`src/rtl/seq_buf_pointer.sv`:
```
module seq_buf_pointer #(
  parameter int AW = 12,
  parameter int SW = 3
) (
  input  logic          clk,
  input  logic          rst_n,
  input  logic          cnt_en_n,
  input  logic          load_n,
  input  logic          strt1_n,
  input  logic          strt2_n,
  input  logic [AW-1:0] load_addr,
  input  logic          cfg_we,
  input  logic [SW-1:0] cfg_sel,
  input  logic [AW-1:0] cfg_wdata,
  output logic [AW-1:0] ptr,
  output logic          eob1_n,
  output logic          eob2_n,
  output logic          proto_err
);
  localparam int NBUF     = 2;
  localparam int SEL_CTRL = 5;

  logic [AW-1:0] start_q [NBUF];
  logic [AW-1:0] end_q   [NBUF];
  logic [NBUF-1:0] flag_q, hit, clr;
  logic [AW-1:0] ld_val;
  logic ld_pend;
  logic [AW-1:0] ptr_inc;
  logic inc_en;
  logic ctrl_wr;

  assign ptr_inc = ptr + 1'b1;
  assign inc_en  = !ld_pend && strt1_n && strt2_n && !cnt_en_n;
  assign ctrl_wr = cfg_we && (cfg_sel == SW'(SEL_CTRL));

  genvar b;
  generate
    for (b = 0; b < NBUF; b++) begin : g_cmp
      assign hit[b] = inc_en && (ptr_inc == end_q[b]);
      assign clr[b] = ctrl_wr && !cfg_wdata[b];
    end
  endgenerate

  always_ff @(posedge clk or negedge rst_n) begin
    if (!rst_n) begin
      for (int i = 0; i < NBUF; i++) begin
        start_q[i] <= '0;
        end_q[i]   <= '0;
      end
    end else if (cfg_we) begin
      for (int i = 0; i < NBUF; i++) begin
        if (cfg_sel == SW'(2 * i))     start_q[i] <= cfg_wdata;
        if (cfg_sel == SW'(2 * i + 1)) end_q[i]   <= cfg_wdata;
      end
    end
  end

  always_ff @(posedge clk or negedge rst_n) begin
    if (!rst_n) begin
      ld_pend <= 1'b0;
      ld_val  <= '0;
    end else begin
      ld_pend <= !load_n;
      if (!load_n) ld_val <= load_addr;
    end
  end

  always_ff @(posedge clk or negedge rst_n) begin
    if (!rst_n)          ptr <= '0;
    else if (ld_pend)    ptr <= ld_val;
    else if (!strt1_n)   ptr <= start_q[0];
    else if (!strt2_n)   ptr <= start_q[1];
    else if (!cnt_en_n)  ptr <= ptr_inc;
  end

  always_ff @(posedge clk or negedge rst_n) begin
    if (!rst_n) flag_q <= '0;
    else begin
      for (int i = 0; i < NBUF; i++) begin
        if (hit[i])      flag_q[i] <= 1'b1;
        else if (clr[i]) flag_q[i] <= 1'b0;
      end
    end
  end

  assign eob1_n    = !flag_q[0];
  assign eob2_n    = !flag_q[1];
  assign proto_err = (!strt1_n || !strt2_n) && (!load_n || ld_pend);

endmodule


```
`config.mk`:
```
export PLATFORM = sky130hd
export DESIGN_NAME = seq_buf_pointer
export DESIGN_NICKNAME = d
export VERILOG_FILES = /design/src/rtl/seq_buf_pointer.sv
export SDC_FILE = /design/constraint.sdc
export NUM_CORES = 1
export LEC_CHECK = 0
export BUFFER_PORTS_ARGS = -buffer_cell sky130_fd_sc_hd__clkbuf_2
export CAP_MARGIN = 10
export CORE_MARGIN = 8
export CORE_UTILIZATION = 43
export CTS_BUF_LIST = sky130_fd_sc_hd__clkbuf_16
export DETAILED_ROUTE_END_ITERATION = 7
export PLACE_DENSITY_LB_ADDON = 0.1
export SYNTH_ARGS = -nofsm -noshare
export SYNTH_HDL_FRONTEND = slang
export SYNTH_SLANG_ARGS = --single-unit
```
`constraint.sdc`:
```
create_clock -name clk -period 2.6 [get_ports clk]
set_clock_uncertainty 0.2 [all_clocks]
set_input_delay 0.26 -clock clk [delete_from_list [all_inputs] [get_ports clk]]
set_output_delay 0.26 -clock clk [all_outputs]
set_load 0.05 [all_outputs]
```
==> results.sh, run 1 <==
export IMPL_min_to="start_q[4]"
export IMPL_grt_pass1_wl_mm=17.0
export IMPL_synth_top_area_share_pct=48.5
export IMPL_synth_largest_area_cell="dfrtp_1"
export IMPL_timing_rr_start="ptr[2]"
export IMPL_hold_path_startpoint="cfg_wdata[4]"
export IMPL_period_minus_slack_ps=2320
export IMPL_clock_path_buffers=2
export IMPL_tightest_slew_ps=971
export IMPL_ios=49
export IMPL_status="finished, final reports clean"
export IMPL_drt_vias_per_instance=5.60
export IMPL_port_buffer_count=48
export IMPL_cts_sinks=75
export IMPL_clk_latency_ps=330
export IMPL_postSynthAreaPerCell_um2=11.0
export IMPL_crit_type="flop to flop"
export IMPL_grt_start_max_net_pins=76
export IMPL_initial_core_util_pct=44.4
export IMPL_drc_errors=0
export IMPL_p_per_area_nw_per_um2=795
export IMPL_finalHoldViolCount=0
export IMPL_synth_enable_flop_cells=0
export IMPL_die_area_um2=12300
export IMPL_setup_viol=0
export IMPL_grt_use_met2_pct=25.7
export IMPL_ys_seq_elements=75
export IMPL_cp_depth=6
export IMPL_synth_most_common_cell="dfrtp_1"
export IMPL_slowest_stage="or4_4"
export IMPL_power_clock_fraction_pct=34.6
export IMPL_ys_async_sr_fraction_pct=100
export IMPL_crit_arrival_ps=2360
export IMPL_slew_viol_final=0
export IMPL_max_cap_violations=0
export IMPL_seq_area_frac_synth_pct=48.5
export IMPL_fmax_mhz=431
export IMPL_die_h_um=111
export IMPL_worstPathCellList="nand3_1 -> or4_4 -> xor2_1 -> a21oi_1 -> nand4_1 -> o31ai_1"
export IMPL_syn_to_final_growth_pct=22.9
export IMPL_switchingPower_mw=1.16
export IMPL_die_x_um=111
export IMPL_nNetsFinal=455
export IMPL_ys_types=44
export IMPL_cts_root_buf="clkbuf_16"
export IMPL_hold_class="primary input to flop"
export IMPL_cp_start_kind="flop"
export IMPL_drive_gt1_share_pct=34.8
export IMPL_crit_buf_inv=0
export IMPL_grt_overflow_total=0
export IMPL_finalWeightedCongestion=0.896
export IMPL_cts_buffers=9
export IMPL_htree_num_levels=3
export IMPL_synth_area_um2=3870
export IMPL_syn_num_nets=386
export IMPL_worst_ir_drop_vdd_mv=0.412
export IMPL_globalRouteTotalUtil_pct=17.3
export IMPL_ys_warn_count=0
export IMPL_switching_share_pct=30.5
export IMPL_dpl_hpwl_mm=7.50
export IMPL_power_static_leakage_nw=2.04
export IMPL_syn_inst=351
export IMPL_grt_antenna_before_repair=0
export IMPL_fin_ws_ps=281
export IMPL_dp_slack_ps=289
export IMPL_grt_use_met3_pct=4.49
export IMPL_r2r_slack_ps=280
export IMPL_grtUsageMet1_pct=24.4
export IMPL_grt_pass1_vias=3081
export IMPL_cp_required_ps=2640
export IMPL_post_route_util_pct=54.6
export IMPL_synth_area_top_cells="dfrtp_1, mux2_2, a21oi_1"
export IMPL_cp_end_kind="flop"
export IMPL_synth_ff_type="dfrtp_1"
export IMPL_rr_worst_depth=6
export IMPL_cts_setup_buffers=0
export IMPL_wl_per_cell_um=19.5
export IMPL_min_period_over_period_pct=89.2
export IMPL_drt_total_wl_mm=10.4
export IMPL_maxSlewHeadroom_pct=35.3
export IMPL_route_vias_total=2984
export IMPL_core_um2=8720
export IMPL_crit_fanout=7
export IMPL_antenna_cells=0
export IMPL_cts_tree="built"
export IMPL_max_stage_delay_ps=520
export IMPL_rr_endpoint="flag_q[1]"
export IMPL_seq_power_share_pct=41.4
export IMPL_grt_busiest_layer="met2"
export IMPL_setup_tns_ps=0
export IMPL_hold_path_depth=2
export IMPL_first_pass_iters=4
export IMPL_pwr_share_comb_pct=23.9
export IMPL_cp_top_family="simple AND/OR/NAND/NOR gates"
export IMPL_path_clk_slew_ps=60
export IMPL_rsz0062_at_grt="false"
export IMPL_yosys_top_cells_count="dfrtp_1, mux2_2, a21oi_1"
export IMPL_ant_nets=0
export IMPL_drtIter0Drc=188
export IMPL_rows=34
export IMPL_p_int_mw=2.63
## per-stage QoR
step | cells | power, mW | hold WS, ps | instance area [µm²]
finish | 533 | 3.78 | 4.69 | 4760
global route | 533 | 3.97 | 14.8 | 4760
CTS | 533 | 3.81 | 0.659 | 4750
detailed placement | 504 | 2.47 | 276 | 4310
global placement | 504 | 2.46 | 274 | 4310
floorplan | 351 | 2.17 | -236 | 3870
## cell type report
class,instances,area [µm²]
sequential,75,1880
multi-input combinational,246,1900
clock buffer,9,225
fill,778,3960
clock inverter,7,82.6
inverter,11,41.3
tap,108,135
timing repair buffer,77,493
## state kept, by name (all words and copies together) (netlist names)
name     count
end_q       24
start_q     24
ld_val      12
ptr         12
flag_q       2
ld_pend      1
## how the worst max path moves through the flow
stage | slack (ps) | from | endpoint
final | 280 | ptr[2] | flag_q[1]
after global routing | 50 | ptr[4] | flag_q[1]
after CTS | 260 | ptr[0] | flag_q[1]
after detailed placement | 290 | ptr[0] | flag_q[1]
after global placement | 350 | ptr[4] | flag_q[1]
after floorplan | 60 | ptr[6] | flag_q[1]
## what timing repair did
item | CTS | global route
hold endpoints to repair | 87 | 0
setup endpoints to repair | 0 | 1
resized for setup | 0 | 2
hold buffers | 13 | 0
## cell usage in the layout (no fill, tap or decap), types with 12 or more instances in the layout
cell           instances
dfrtp_1               75
xnor2_1               17
nand2_1               17
o21ai_0               12
nor2_1                18
buf_4                 17
clkbuf_2              47
mux2_2                60
a21oi_1               31
xor2_1                13
dlygate4sd3_1         13
## per-layer routing
layer	routed length, µm	vias up
li1	-	1411
met1	5070	1486
met2	4590	78
met3	623	9
met4	103	0
met5	0	-
## worst reg2reg max path: cells and delay by family, from the launching register on
| family | cells | cell delay [ps] |
|---|---|---|
| flops | 1 | 490 |
| xor+xnor | 1 | 190 |
| compound gates | 2 | 410 |
| simple gates | 3 | 940 |
## logic make-up (layout without fill, tap and decap cells)
family,count (synthesis),count (layout),share of synthesized area (%)
buffers and inverters,30,104,3.23
xor gates and xnor gates,30,30,6.79
AOI/OAI and AO/OA,81,81,12.9
and+or+nand+nor,68,68,9.24
adders and majority gates,1,1,0.323
DFF,75,75,48.5
muxes,66,66,19.0
## power by group through the flow
stage	registers [mW]	logic (mW)	clock network [mW]
finish	1.57	0.905	1.31
floorplan	1.62	0.556	0
global placement	1.58	0.881	0
detailed placement	1.59	0.886	0
CTS	1.57	0.906	1.33
global route	1.60	0.993	1.38
Power figures use the tool's default switching activity.
==> run 2, diff against run 1 <==
- ABC_AREA: unset -> 1
==> results.sh, run 2 <==
export IMPL_cp_top_family="compound AO/OA/AOI/OAI gates"
export IMPL_rows=34
export IMPL_cts_setup_buffers=0
export IMPL_reg_top3="end_q: 24 flops, start_q: 24 flops"
export IMPL_synth_most_common_cell="nand2_1"
export IMPL_htree_num_levels=3
export IMPL_hold_path_depth=3
export IMPL_worstPathCellList="inv_2 -> nor2_2 -> nand3_2 -> a21oi_1 -> o21ai_0 -> o211ai_1 -> o21ai_0"
export IMPL_ys_types=28
export IMPL_grt_overflow_total=0
export IMPL_cp_required_ps=2610
export IMPL_clk_latency_ps=330
export IMPL_fin_ws_ps=507
export IMPL_postSynthAreaPerCell_um2=7.49
export IMPL_fmax_mhz=478
export IMPL_crit_fanout=11
export IMPL_cts_root_buf="clkbuf_16"
export IMPL_crit_buf_inv=1
export IMPL_drive_gt1_share_pct=13.7
export IMPL_die_area_um2=12300
export IMPL_synth_area_top_cells="dfrtp_1, nand2_1, o21ai_0"
export IMPL_final_cell_mix="nand2_1, o21ai_0, dfrtp_1"
export IMPL_yosys_top_cells_count="nand2_1, o21ai_0, dfrtp_1"
export IMPL_rr_worst_depth=7
export IMPL_power_static_leakage_nw=2.37
export IMPL_crit_arrival_ps=2100
export IMPL_period_minus_slack_ps=2090
export IMPL_synth_area_um2=3870
export IMPL_die_x_um=111
export IMPL_first_pass_iters=4
export IMPL_syn_inst=517
export IMPL_grt_pass1_wl_mm=18.8
export IMPL_die_h_um=111
export IMPL_cts_buffers=9
export IMPL_setup_tns_ps=0
export IMPL_antenna_cells=0
export IMPL_synth_enable_flop_cells=0
export IMPL_cp_depth=7
export IMPL_ant_nets=0
export IMPL_max_stage_delay_ps=470
export IMPL_cts_resized=0
export IMPL_drtIter0Drc=198
export IMPL_worst_ir_drop_vdd_mv=0.438
export IMPL_r2r_slack_ps=510
export IMPL_grt_start_max_net_pins=76
export IMPL_nNetsFinal=613
export IMPL_synth_largest_area_cell="dfrtp_1"
export IMPL_timing_rr_start="ptr[0]"
export IMPL_finalHoldViolCount=0
export IMPL_synth_top_area_share_pct=48.4
export IMPL_rsz0062_at_grt="false"
export IMPL_synth_ff_type="dfrtp_1"
export IMPL_layout_commonest_cell="nand2_1"
export IMPL_globalRouteTotalUtil_pct=18.7
export IMPL_wl_per_cell_um=16.1
export IMPL_cp_start_kind="flop"
export IMPL_cp_end_kind="flop"
export IMPL_grt_pass1_vias=3586
export IMPL_port_buffer_count=48
export IMPL_tightest_slew_ps=949
export IMPL_slew_viol_final=0
export IMPL_drc_errors=0
export IMPL_final_cell_area_um2=4670
export IMPL_min_period_over_period_pct=80.5
export IMPL_route_vias_total=3599
export IMPL_rr_endpoint="ptr[7]"
export IMPL_hold_class="primary input to flop"
export IMPL_grt_antenna_before_repair=0
export IMPL_initial_core_util_pct=44.4
export IMPL_status="finished, final reports clean"
export IMPL_core_um2=8720
export IMPL_crit_type="flop to flop"
export IMPL_ys_seq_elements=75
export IMPL_setup_viol=0
export IMPL_whs_ps=18.0
export IMPL_dp_slack_ps=506
export IMPL_min_to="end_q[5]"
export IMPL_slowest_stage="dfrtp_1"
export IMPL_ys_async_sr_fraction_pct=100
export IMPL_clock_path_buffers=2
export IMPL_crit_path_frequent_cell="o21ai_0"
export IMPL_drt_vias_per_instance=5.21
export IMPL_syn_num_nets=552
export IMPL_ys_warn_count=0
export IMPL_cts_sinks=75
export IMPL_dpl_hpwl_mm=8.09
export IMPL_seq_area_frac_synth_pct=48.4
export IMPL_ios=49
export IMPL_max_cap_violations=0
export IMPL_cts_tree="built"
export IMPL_hold_path_startpoint="cfg_wdata[5]"
export IMPL_dpl_cell_area_um2=4230
export IMPL_finalWeightedCongestion=0.873
export IMPL_drt_total_wl_mm=11.2
export IMPL_p_per_area_nw_per_um2=757
export IMPL_syn_to_final_growth_pct=20.5
export IMPL_path_clk_slew_ps=60
export IMPL_maxSlewHeadroom_pct=36.7
## run 2: changes by cell type after synthesis, sizes merged, moves of 11 or more
cell,before,now
o21ai,12,82
xnor2,17,0
nand2,18,170
nor2,18,29
inv,11,51
mux2,60,0
a211oi,11,0
xor2,13,0
nand3,4,37
nand3b,0,11
## run 2: stage by stage
step / power (mW) / utilization (%) / instances
floorplan: 1.98 / - / 517
global placement: 2.22 / 48.5 / 662
detailed placement: 2.23 / 48.5 / 662
CTS: 3.56 / 53.5 / 691
global route: 3.73 / 53.5 / 691
finish: 3.53 / 53.5 / 691
## run 2: cell families after synthesis
family,count (synthesis),synth area share [%]
compound gates,119,16.3
fa+ha+maj,1,0.323
buf+inv,70,7.04
flops,75,48.4
simple gates,252,27.9
## run 2: worst max-delay path by stage
stage / from / to / slack, ps
finish: ptr[0] / ptr[7] / 510
global route: ptr[0] / ptr[7] / 270
CTS: ptr[0] / ptr[7] / 490
detailed placement: ptr[0] / ptr[7] / 510
global placement: ptr[0] / ptr[7] / 580
floorplan: ptr[0] / ptr[8] / 500
## run 2: per-layer routing
metal  part of all wire, %  GRT usage [%]  wire (µm)
met5                     0              0          0
met4                   2.7           7.12        297
met3                   5.5           4.06        608
met2                    46           29.2       5080
met1                    46           24.6       5170
## run 2: cell type report
type	instances	area, µm²
clock inverters	7	83.8
fillers	868	4050
well taps	108	135
inverters	51	191
multi-input cells	372	1720
flip-flops and latches	75	1880
repair buffers	69	433
clock buffers	9	225
## run 2: report_power, final
part / internal (mW) / switching [mW] / total (mW)
clock: 0.828 / 0.477 / 1.31
sequential: 1.35 / 0.167 / 1.52
combinational: 0.250 / 0.461 / 0.711
total: 2.43 / 1.11 / 3.53
## run 2: repair_timing
item,in CTS,in global routing
endpoints found under the setup margin,0,0
hold endpoints to repair,87,0
hold buffers,13,0
## run 2: worst min-delay path: stages
cell and delay (ps):
clkbuf_2 80, inv_1 80, o21ai_0 90
==> run 3, diff against run 2 <==
- clock period: 2.6 -> 1.8 ns (I/O delays scaled with it)
==> results.sh, run 3 (same netlist as run 2, synthesis figures left out) <==
export IMPL_dp_slack_ps=-77.3
export IMPL_cp_start_kind="flop"
export IMPL_dpl_hpwl_mm=8.64
export IMPL_fmax_mhz=538
export IMPL_dp_cells=687
export IMPL_clk_latency_ps=330
export IMPL_clock_path_buffers=2
export IMPL_worstPathCellList="ha_4 -> nand2_2 -> buf_6 -> nand2_1 -> nand2_1 -> nand2_1 -> nor2_2 -> nand3_1 -> nor2_1 -> nand3_1 -> o21bai_1"
export IMPL_fin_cells=731
export IMPL_initial_core_util_pct=44.4
export IMPL_ant_nets=0
export IMPL_p_per_area_nw_per_um2=1050
export IMPL_final_cell_mix="nand2_1, o21ai_0, dfrtp_1"
export IMPL_finalWeightedCongestion=0.879
export IMPL_cts_buffers=9
export IMPL_antenna_cells=0
export IMPL_globalRouteTotalUtil_pct=19.3
export IMPL_grt_start_max_net_pins=76
export IMPL_layout_commonest_cell="nand2_1"
export IMPL_crit_arrival_ps=1910
export IMPL_tightest_slew_ps=416
export IMPL_syn_to_final_growth_pct=34.0
export IMPL_min_period_over_period_pct=103
export IMPL_route_vias_total=3820
export IMPL_switching_share_pct=30.7
export IMPL_rsz0062_at_grt="true"
export IMPL_drt_total_wl_mm=11.9
export IMPL_cts_tree="built"
export IMPL_maxSlewHeadroom_pct=72.2
export IMPL_setup_viol=3
export IMPL_crit_path_frequent_cell="nand2_1"
export IMPL_rows=34
export IMPL_wl_per_cell_um=16.3
export IMPL_max_stage_delay_ps=420
export IMPL_switchingPower_mw=1.68
export IMPL_hold_class="primary input to flop"
export IMPL_p_int_mw=3.79
export IMPL_crit_fanout=3
export IMPL_drive_gt1_share_pct=23.1
export IMPL_power_clock_fraction_pct=37.6
export IMPL_grt_overflow_total=0
export IMPL_dpl_cell_area_um2=4470
export IMPL_slew_viol_final=0
export IMPL_grt_antenna_before_repair=0
export IMPL_violations="negative setup slack"
export IMPL_slowest_stage="dfrtp_2"
export IMPL_whs_ps=33.7
export IMPL_port_buffer_count=48
export IMPL_status="finished with violations"
export IMPL_post_route_util_pct=59.5
export IMPL_seq_power_share_pct=40.0
export IMPL_cts_root_buf="clkbuf_16"
export IMPL_worst_ir_drop_vdd_mv=0.518
export IMPL_grt_pass1_vias=3704
export IMPL_max_cap_violations=0
export IMPL_grt_pass1_wl_mm=19.2
export IMPL_period_minus_slack_ps=1860
export IMPL_cts_sinks=75
export IMPL_pwr_share_comb_pct=22.4
export IMPL_nNetsFinal=653
export IMPL_cp_end_kind="flop"
export IMPL_ios=49
export IMPL_cp_required_ps=1850
export IMPL_htree_num_levels=3
export IMPL_drtIter0Drc=309
export IMPL_first_pass_iters=5
export IMPL_final_cell_area_um2=5190
export IMPL_finalHoldViolCount=0
export IMPL_die_x_um=111
export IMPL_drc_errors=0
export IMPL_core_um2=8720
export IMPL_fin_ws_ps=-57.9
export IMPL_die_area_um2=12300
export IMPL_reg_top3="end_q: 24 flops, start_q: 24 flops"
export IMPL_crit_type="flop to flop"
export IMPL_power_static_leakage_nw=2.58
export IMPL_die_h_um=111
export IMPL_drt_vias_per_instance=5.23
export IMPL_path_clk_slew_ps=60
## run 3: through the flow
step,TNS [ps],power [mW]
after floorplan,-56.9,2.88
after global placement,-68.9,3.30
after detailed placement,-171,3.32
after CTS,-134,5.44
after global routing,-671,5.74
final,-65.3,5.47
## run 3: path summary, 6_finish.rpt
kind	startpoint	end	slack (ps)	depth (start not counted)
worst max-delay path	ptr[1]	flag_q[1]	-60	11
worst min-delay path	load_n	ld_val[2]	30	3
worst max register to register	ptr[1]	flag_q[1]	-60	11
worst min register to register	start_q[3]	start_q[3]	280	2
max in group asynchronous	rst_n	ptr[2]	860	3
min in group asynchronous	rst_n	end_q[1]	190	3
## run 3: power groups by stage
stage	registers [mW]	clock network, mW	logic, mW
3_3_place_gp	2.20	0	1.10
5_1_grt	2.21	2.15	1.37
4_1_cts	2.18	2.09	1.18
6_report	2.19	2.05	1.23
2_1_floorplan	2.26	0	0.616
3_5_place_dp	2.21	0	1.12
## run 3: repair_timing
item	in CTS	in global routing
gates resized for setup	12	31
buffers inserted	1	2
endpoints found under the setup margin	4	11
endpoints found under the hold margin	130	0
hold buffers	25	0
pin swaps	8	15
## run 3: worst max-delay path: cells and delay by family, from the launching register on
kind / cells / cell delay [ps]
AO/OA/AOI/OAI: 1 / 150
adder cells (fa/ha/maj): 1 / 170
buffers and inverters: 1 / 110
flip-flops: 1 / 420
AND/OR/NAND/NOR: 8 / 740
## run 3: final cells by class
| cell class | count | area [µm²] |
|---|---|---|
| Clock buffer | 9 | 225 |
| Clock inverter | 7 | 115 |
| Fill cell | 780 | 3530 |
| Inverter | 51 | 191 |
| Multi-Input combinational cell | 372 | 1850 |
| Sequential cell | 75 | 1890 |
| Tap cell | 108 | 135 |
| Timing Repair Buffer | 109 | 792 |
## run 3: per-layer routing
metal	share of wire (%)	wire, µm	vias to the layer above	global-route usage, %
met5	0	0	-	0
met4	1.2	141	0	5.23
met3	6.7	796	14	4.17
met2	46	5410	140	30.3
met1	47	5540	1770	25.9
li1	-	-	1896	-
